<file path="src/rtl/rsx_pkg.sv">
package rsx_pkg;

    localparam int XLEN    = 32;
    localparam int NREG    = 32;
    localparam int RIDX    = $clog2(NREG);
    localparam int IMMW    = 16;
    localparam int TGTW    = 26;
    localparam int NLANE   = XLEN / 8;
    localparam int LANEIDX = $clog2(NLANE);
    localparam logic [RIDX-1:0] LINK_REG = RIDX'(NREG - 1);

    localparam logic [5:0] OP_RTYPE = 6'd0;
    localparam logic [5:0] OP_J     = 6'd2;
    localparam logic [5:0] OP_JAL   = 6'd3;
    localparam logic [5:0] OP_BEQ   = 6'd4;
    localparam logic [5:0] OP_BNE   = 6'd5;
    localparam logic [5:0] OP_ADDI  = 6'd8;
    localparam logic [5:0] OP_SLTI  = 6'd10;
    localparam logic [5:0] OP_ORI   = 6'd13;
    localparam logic [5:0] OP_LUI   = 6'd15;
    localparam logic [5:0] OP_LB    = 6'd32;
    localparam logic [5:0] OP_LW    = 6'd35;
    localparam logic [5:0] OP_SB    = 6'd40;
    localparam logic [5:0] OP_SW    = 6'd43;

    localparam logic [5:0] FN_JR  = 6'd8;
    localparam logic [5:0] FN_ADD = 6'd32;
    localparam logic [5:0] FN_SUB = 6'd34;
    localparam logic [5:0] FN_SLT = 6'd42;

    typedef enum logic [2:0] {ALU_ADD, ALU_SUB, ALU_OR, ALU_LUI, ALU_SLT} alu_op_e;
    typedef enum logic [1:0] {DST_RD, DST_RT, DST_LINK} dst_e;
    typedef enum logic [1:0] {WB_ALU, WB_LOAD, WB_LINK} wbsrc_e;
    typedef enum logic [1:0] {PC_SEQ, PC_BR, PC_JMP, PC_REG} pcsel_e;

    typedef struct packed {
        logic [5:0]      op;
        logic [RIDX-1:0] rs;
        logic [RIDX-1:0] rt;
        logic [RIDX-1:0] rd;
        logic [4:0]      shamt;
        logic [5:0]      funct;
    } word_t;

    typedef struct packed {
        alu_op_e alu_op;
        logic    use_imm;
        logic    imm_zext;
        logic    wr_en;
        dst_e    dst;
        wbsrc_e  wb_src;
        logic    mem_rd;
        logic    mem_wr;
        logic    mem_byte;
        pcsel_e  pc_sel;
        logic    br_ne;
        logic    illegal;
    } ctrl_t;

    function automatic logic [XLEN-1:0] sext_imm(input logic [IMMW-1:0] v);
        return {{(XLEN-IMMW){v[IMMW-1]}}, v};
    endfunction

    function automatic logic [XLEN-1:0] zext_imm(input logic [IMMW-1:0] v);
        return {{(XLEN-IMMW){1'b0}}, v};
    endfunction

    function automatic logic [7:0] lane_byte(input logic [XLEN-1:0] w,
                                             input logic [LANEIDX-1:0] sel);
        return w[(NLANE-1-int'(sel))*8 +: 8];
    endfunction

endpackage

</file>
<file path="src/rtl/rsx_decode.sv">
module rsx_decode
    import rsx_pkg::*;
(
    input  logic [XLEN-1:0] instr,
    output ctrl_t           ctrl
);
    word_t w;
    assign w = word_t'(instr);

    always_comb begin
        ctrl.alu_op   = ALU_ADD;
        ctrl.use_imm  = 1'b0;
        ctrl.imm_zext = 1'b0;
        ctrl.wr_en    = 1'b0;
        ctrl.dst      = DST_RT;
        ctrl.wb_src   = WB_ALU;
        ctrl.mem_rd   = 1'b0;
        ctrl.mem_wr   = 1'b0;
        ctrl.mem_byte = 1'b0;
        ctrl.pc_sel   = PC_SEQ;
        ctrl.br_ne    = 1'b0;
        ctrl.illegal  = 1'b0;
        case (w.op)
            OP_RTYPE: begin
                ctrl.dst = DST_RD;
                case (w.funct)
                    FN_ADD: begin ctrl.alu_op = ALU_ADD; ctrl.wr_en = 1'b1; end
                    FN_SUB: begin ctrl.alu_op = ALU_SUB; ctrl.wr_en = 1'b1; end
                    FN_SLT: begin ctrl.alu_op = ALU_SLT; ctrl.wr_en = 1'b1; end
                    FN_JR:  ctrl.pc_sel = PC_REG;
                    default: ctrl.illegal = 1'b1;
                endcase
            end
            OP_ADDI: begin ctrl.use_imm = 1'b1; ctrl.wr_en = 1'b1; end
            OP_SLTI: begin
                ctrl.use_imm = 1'b1; ctrl.wr_en = 1'b1; ctrl.alu_op = ALU_SLT;
            end
            OP_ORI: begin
                ctrl.use_imm = 1'b1; ctrl.imm_zext = 1'b1;
                ctrl.wr_en = 1'b1; ctrl.alu_op = ALU_OR;
            end
            OP_LUI: begin
                ctrl.use_imm = 1'b1; ctrl.wr_en = 1'b1; ctrl.alu_op = ALU_LUI;
            end
            OP_LW, OP_LB: begin
                ctrl.use_imm = 1'b1; ctrl.wr_en = 1'b1; ctrl.wb_src = WB_LOAD;
                ctrl.mem_rd = 1'b1; ctrl.mem_byte = (w.op == OP_LB);
            end
            OP_SW, OP_SB: begin
                ctrl.use_imm = 1'b1; ctrl.mem_wr = 1'b1;
                ctrl.mem_byte = (w.op == OP_SB);
            end
            OP_BEQ: ctrl.pc_sel = PC_BR;
            OP_BNE: begin ctrl.pc_sel = PC_BR; ctrl.br_ne = 1'b1; end
            OP_J:   ctrl.pc_sel = PC_JMP;
            OP_JAL: begin
                ctrl.pc_sel = PC_JMP; ctrl.wr_en = 1'b1;
                ctrl.dst = DST_LINK; ctrl.wb_src = WB_LINK;
            end
            default: ctrl.illegal = 1'b1;
        endcase
    end
endmodule

</file>
<file path="src/rtl/rsx_regfile.sv">
module rsx_regfile
    import rsx_pkg::*;
#(
    parameter int N = NREG,
    parameter int W = XLEN,
    localparam int AW = $clog2(N)
) (
    input  logic          clk,
    input  logic          rst,
    input  logic [AW-1:0] ra_idx,
    input  logic [AW-1:0] rb_idx,
    output logic [W-1:0]  ra_val,
    output logic [W-1:0]  rb_val,
    input  logic          we,
    input  logic [AW-1:0] w_idx,
    input  logic [W-1:0]  w_val
);
    logic [W-1:0] regs [1:N-1];

    for (genvar g = 1; g < N; g++) begin : g_reg
        always_ff @(posedge clk) begin
            if (rst)
                regs[g] <= '0;
            else if (we && w_idx == AW'(g))
                regs[g] <= w_val;
        end
    end

    assign ra_val = (ra_idx == '0) ? '0 : regs[ra_idx];
    assign rb_val = (rb_idx == '0) ? '0 : regs[rb_idx];
endmodule

</file>
<file path="src/rtl/rsx_alu.sv">
module rsx_alu
    import rsx_pkg::*;
(
    input  alu_op_e         op,
    input  logic [XLEN-1:0] a,
    input  logic [XLEN-1:0] b,
    output logic [XLEN-1:0] y
);
    always_comb begin
        case (op)
            ALU_SUB: y = a - b;
            ALU_OR:  y = a | b;
            ALU_LUI: y = {b[IMMW-1:0], {(XLEN-IMMW){1'b0}}};
            ALU_SLT: y = XLEN'($signed(a) < $signed(b));
            default: y = a + b;
        endcase
    end
endmodule

</file>
<file path="src/rtl/rsx_nextpc.sv">
module rsx_nextpc
    import rsx_pkg::*;
(
    input  logic [XLEN-1:0] pc,
    input  pcsel_e          sel,
    input  logic            br_ne,
    input  logic [XLEN-1:0] rs_val,
    input  logic [XLEN-1:0] rt_val,
    input  logic [IMMW-1:0] imm,
    input  logic [TGTW-1:0] target,
    output logic [XLEN-1:0] pc_plus4,
    output logic [XLEN-1:0] next_pc
);
    logic            taken;
    logic [XLEN-1:0] br_tgt;
    logic [XLEN-1:0] j_tgt;

    assign pc_plus4 = pc + XLEN'(4);
    assign taken    = (rs_val == rt_val) ^ br_ne;
    assign br_tgt   = pc_plus4 + {sext_imm(imm)[XLEN-3:0], 2'b00};
    assign j_tgt    = {pc_plus4[XLEN-1:TGTW+2], target, 2'b00};

    always_comb begin
        case (sel)
            PC_BR:   next_pc = taken ? br_tgt : pc_plus4;
            PC_JMP:  next_pc = j_tgt;
            PC_REG:  next_pc = rs_val;
            default: next_pc = pc_plus4;
        endcase
    end
endmodule

</file>
<file path="src/rtl/rsx_core.sv">
module rsx_core
    import rsx_pkg::*;
(
    input  logic             clk,
    input  logic             rst,
    input  logic [XLEN-1:0]  instr_i,
    input  logic [XLEN-1:0]  pc_i,
    input  logic [XLEN-1:0]  load_data_i,
    output logic [XLEN-1:0]  next_pc_o,
    output logic             illegal_o,
    output logic [XLEN-1:0]  mem_addr_o,
    output logic [XLEN-1:0]  mem_wdata_o,
    output logic             mem_rd_o,
    output logic             mem_wr_o,
    output logic [NLANE-1:0] mem_be_o,
    output logic             wb_en_o,
    output logic [RIDX-1:0]  wb_idx_o,
    output logic [XLEN-1:0]  wb_data_o
);
    word_t           w;
    ctrl_t           ctrl;
    logic [XLEN-1:0] rs_val, rt_val, opb, alu_y, pc_plus4, load_val;
    logic [IMMW-1:0] imm;
    logic [LANEIDX-1:0] lane;

    assign w    = word_t'(instr_i);
    assign imm  = instr_i[IMMW-1:0];

    rsx_decode u_dec (.instr(instr_i), .ctrl(ctrl));

    rsx_regfile #(.N(NREG), .W(XLEN)) u_rf (
        .clk(clk), .rst(rst),
        .ra_idx(w.rs), .rb_idx(w.rt),
        .ra_val(rs_val), .rb_val(rt_val),
        .we(wb_en_o), .w_idx(wb_idx_o), .w_val(wb_data_o)
    );

    assign opb = !ctrl.use_imm ? rt_val :
                 (ctrl.imm_zext ? zext_imm(imm) : sext_imm(imm));

    rsx_alu u_alu (.op(ctrl.alu_op), .a(rs_val), .b(opb), .y(alu_y));

    rsx_nextpc u_npc (
        .pc(pc_i), .sel(ctrl.pc_sel), .br_ne(ctrl.br_ne),
        .rs_val(rs_val), .rt_val(rt_val), .imm(imm),
        .target(instr_i[TGTW-1:0]),
        .pc_plus4(pc_plus4), .next_pc(next_pc_o)
    );

    assign lane        = alu_y[LANEIDX-1:0];
    assign mem_addr_o  = alu_y;
    assign mem_rd_o    = ctrl.mem_rd;
    assign mem_wr_o    = ctrl.mem_wr;
    assign mem_wdata_o = ctrl.mem_byte ? {NLANE{rt_val[7:0]}} : rt_val;
    assign mem_be_o    = !(ctrl.mem_rd || ctrl.mem_wr) ? '0 :
                         ctrl.mem_byte ? (NLANE'(1) << (NLANE - 1 - int'(lane))) : '1;

    assign load_val = ctrl.mem_byte
                    ? {{(XLEN-8){lane_byte(load_data_i, lane)[7]}}, lane_byte(load_data_i, lane)}
                    : load_data_i;

    always_comb begin
        case (ctrl.dst)
            DST_RD:   wb_idx_o = w.rd;
            DST_LINK: wb_idx_o = LINK_REG;
            default:  wb_idx_o = w.rt;
        endcase
        case (ctrl.wb_src)
            WB_LOAD: wb_data_o = load_val;
            WB_LINK: wb_data_o = pc_plus4;
            default: wb_data_o = alu_y;
        endcase
    end

    assign wb_en_o   = ctrl.wr_en && (wb_idx_o != '0);
    assign illegal_o = ctrl.illegal;
endmodule

</file>
<file path="config.mk">
export PLATFORM = sky130hd
export DESIGN_NAME = rsx_core
export DESIGN_NICKNAME = d
export VERILOG_FILES = /design/src/rtl/rsx_pkg.sv /design/src/rtl/rsx_decode.sv /design/src/rtl/rsx_regfile.sv /design/src/rtl/rsx_alu.sv /design/src/rtl/rsx_nextpc.sv /design/src/rtl/rsx_core.sv
export SDC_FILE = /design/constraint.sdc
export NUM_CORES = 2
export LEC_CHECK = 0
export ABC_CLOCK_PERIOD_IN_PS = 7600
export BUFFER_PORTS_ARGS = -buffer_cell sky130_fd_sc_hd__buf_2
export CORE_MARGIN = 3
export CORE_UTILIZATION = 40
export DETAILED_ROUTE_END_ITERATION = 12
export PLACE_DENSITY = 0.69
export SLEW_MARGIN = 10
export SYNTH_ARGS = -nofsm -noshare
export SYNTH_HDL_FRONTEND = slang
export SYNTH_SLANG_ARGS = --single-unit
export TNS_END_PERCENT = 5
</file>
<file path="constraint.sdc">
create_clock -name clk -period 7.6 [get_ports clk]
set_clock_uncertainty 0.05 [all_clocks]
set_input_delay 1.14 -clock clk [delete_from_list [all_inputs] [get_ports clk]]
set_output_delay 1.14 -clock clk [all_outputs]
set_load 0.1 [all_outputs]
</file>
==> flow_summary_export.csv <==
group,metric,value,unit
run_status,status,"complete, but fails checks",
run_status,violations,"negative setup slack",
sta,fmax,123.6,MHz
die,die-area,158200,sq um
place,dp_cells,8261,
die,num_rows,143,
detailed_routing,wl_met1,100.6,mm
yosys,synth_fp_nets,5688,
setup_path,reg2reg_depth,27,
yosys,yosysSeqAreaShare,0.4852,
finish,final_cell_area,79740,sq um
detailed_routing,firstDrtPassIters,10,
finish,seq_area,29790,sq um
place,hpwl,213.1,mm
sta,rsz0062_at_grt,"true",
clock_network,cts_root_buf,"clkbuf_16",
detailed_routing,wl_per_cell,34.71,microns
yosys,synth_area,61390,sq um
detailed_routing,drc,0,
setup_path,cp_data_arrival_time,6.90,ns
die,start_util,0.4032,
setup_path,slowest_stage,"a222oi_1",
setup_path,critical_path_buf_inv_count,10,
setup_path,cp.required,6.41,ns
finish,multiInputGateArea,30510,sq um
detailed_routing,routed.top_layer,"met5",
yosys,synth.avg_cell_area,11.24,sq um
die,coreArea,152300,sq um
finish,drive_gt1_frac,0.3369,
sta,setup_viol,34,
yosys,synth_top_area_share,0.4852,
finish,layout_commonest_cell,"nor2_1",
sta,fin_ws,-0.4915,ns
setup_path,cpMostUsedCell,"buf_4",
detailed_routing,wl_met3,46.25,mm
pwr,vdd.ir_drop.worst,0.0002965,V
finish,fill_cells,12873,
sta,worst_slew_pin_slew,1.195,ns
sta,fin_crit,8.091,ns
finish,synthToLayoutAreaGrowth,29.88,%
sta,relSlewSlack,0.2015,
global_route,track_usage,0.3626,
setup_path,cp-start-kind,"input port",
pwr,power.density,250.3,nW/um^2
setup_path,critPathCaptureType,"output pin",
setup_path,worstSetupPathType,"in2out",
setup_path,r2r-start,"u_rf.regs[15][0]",
yosys,async_reset_ff_frac,0,
detailed_routing,viasPerCell,6.573,
finish,utilization,0.5237,
yosys,ys_types,94,
global_route,antenna_found_initial,12,
worst_hold_path,min_to,"u_rf.regs[1][5]",
setup_path,cp_max_fo,15,
setup_path,crit_family,"compound AO/OA/AOI/OAI gates",
die,io_pins,239,
clock_network,cts_sinks,992,
clock_network,numCtsBuffers,101,
finish,largest_register_ffs,992,
setup_path,rrSetupSlack,1.24,ns
finish,largest_register,"u_rf.regs",
sta,final-hold-violation-count,0,
sta,timing.final.crit_share,1.065,
global_route,grt_overflow_total,0,
global_route,grt_max_degree,38,
yosys,synth_edf_count,992,
yosys,yosys_warnings,0,
place,gp_congestion,1.079,
die,die_w,397.8,microns
global_route,grt_pass1_vias,53920,
detailed_routing,wirelength,297.1,mm
setup_path,cpPeakStageDelay,0.86,ns
yosys,ys_ff_latch,992,
finish,instances_no_fill,8561,
detailed_routing,vias,56272,
finish,layout.nets,6679,
pwr,p_leak,32.07,nW
place,io_buffers,238,
detailed_routing,wl_met2,123.5,mm
worst_hold_path,hold_class,"in2reg",
clock_network,cts_hold_buf,0,
run,cap_violations,0,
finish,mostFrequentLayoutCells,"nor2_1, buf_4, edfxtp_1",
detailed_routing,drt_iter0_drc,9273,
clock_network,clock_path_buffers,3,
place,post_dp_cell_area,73680,sq um
yosys,synthTopCellsByArea,"edfxtp_1, mux4_2, nor2_1",
finish,reg_top3,"u_rf.regs: 992 flops",
yosys,synth_ff_type,"edfxtp_1",
worst_hold_path,hold-path-cell-count,2,
clock_network,clock_latency,0.78,ns
clock_network,htreeDepth,3,
clock_network,clk_pin_slew,0.06,ns
detailed_routing,antenna_left,0,
worst_hold_path,hp-start,"rst",
yosys,synth.largest_area_cell,"edfxtp_1",
clock_network,cts_tree,"yes",
global_route,grt_pass1_wl,406.1,mm
sta,final_max_slew_viol_count,0,
yosys,synth_cells,5460,
setup_path,timing.rr.end,"u_rf.regs[4][16]",
die,die_height,397.8,microns
per-stage QoR:
step | hold WS, ns | setup WS (ns) | power, W | TNS [ns]
final | 1.285 | -0.4915 | 0.01996 | -4.165
after detailed placement | 1.977 | -1.328 | 0.01462 | -123.17
after CTS | 1.224 | -0.4404 | 0.01952 | -4.101
after floorplan | 1.409 | -1.427 | 0.01065 | -37.29
after global placement | 1.958 | -1.279 | 0.01459 | -89.46
after global routing | 1.278 | -0.4483 | 0.02035 | -5.839
how the worst max path moves through the flow:
stage	startpoint	endpoint	slack (ns)	depth (start not counted)
after global routing	instr_i[21]	wb_data_o[9]	-0.45	26
final	instr_i[17]	wb_data_o[9]	-0.49	25
after global placement	instr_i[16]	wb_data_o[9]	-1.28	27
after detailed placement	instr_i[19]	wb_data_o[9]	-1.33	28
after floorplan	instr_i[16]	wb_data_o[31]	-1.43	21
after CTS	instr_i[21]	wb_data_o[9]	-0.44	27
Yosys cell counts, drive strengths merged (10+ instances only):
cell type,count
nor2,1180
edfxtp,992
mux2i,366
clkbuf,338
mux4,325
a21oi,215
nand2,205
a22oi,173
inv,170
buf,161
nor3,135
ha,127
o21ai,119
nand3,72
a211oi,71
a21o,67
o22ai,66
xnor2,63
a221oi,46
nand4,46
nand2b,41
a31oi,38
a22o,33
xor2,29
and2,25
nor2b,25
o21a,24
o21bai,24
or2,24
o211ai,22
a211o,21
and3,20
nor4,19
o221ai,15
or3,15
a222oi,10
cell families (layout without fill, tap and decap cells):
logic type               count (synthesis)  in the layout  synth area share
AO/OA/AOI/OAI                         1041           1041            0.1176
XOR/XNOR                                92             92           0.01325
adder cells (fa/ha/maj)                130            130           0.02686
buffers and inverters                  669           1739           0.04824
flip-flops                             992            992            0.4852
multiplexers                           695            695            0.1796
other                                    0              1                 0
AND/OR/NAND/NOR                       1841           1841            0.1292
routing by layer:
layer / vias up / GRT usage
met1: 27591 / 0.4445
met4: 4 / 0.2556
met2: 4954 / 0.5235
met5: - / 0
li1: 22537 / -
met3: 1186 / 0.1393
cell type report:
class                           count  share of cell area
Tap cell                         2030             0.03185
Multi-Input combinational cell   3799              0.3826
Clock inverter                     63            0.006795
Antenna cell                        1          0.00003138
Sequential cell                   992              0.3736
Inverter                          170            0.009133
Clock buffer                      119             0.03254
Timing Repair Buffer             1387              0.1634
worst reg2reg max path: stages, from the launching register on:
cell and delay, ns:
edfxtp_1 0.41, mux4_2 0.50, mux2i_2 0.22, buf_6 0.19
o22ai_4 0.11, a311oi_2 0.24, buf_4 0.22, ha_4 0.15
inv_2 0.03, fa_2 0.33, a21o_1 0.18, a21oi_2 0.19
nand2b_4 0.17, a21oi_4 0.08, a211oi_2 0.19, buf_4 0.15
buf_4 0.12, o21bai_2 0.16, buf_4 0.20, o22ai_1 0.21
buf_4 0.18, o22ai_1 0.08, nor2_2 0.19, o22ai_4 0.14
a222oi_1 0.44, buf_4 0.29, buf_4 0.45, nor2_1 0.18
power by group:
part | internal, W | leakage [nW] | switching (W) | total [W]
clock network | 0.00259 | 1.52 | 0.00225 | 0.00484
logic | 0.00302 | 20.3 | 0.00578 | 0.00879
registers | 0.00621 | 10.3 | 0.000110 | 0.00632
repair_timing:
| action | 4_1_cts | 5_1_grt |
|---|---|---|
| endpoints found under the setup margin | 54 | 44 |
| setup buffers | 29 | 80 |
| gates cloned | 8 | 5 |
| pin swaps | 37 | 73 |
| resized for setup | 166 | 192 |
Note: power is estimated with default switching activity, not from simulation.
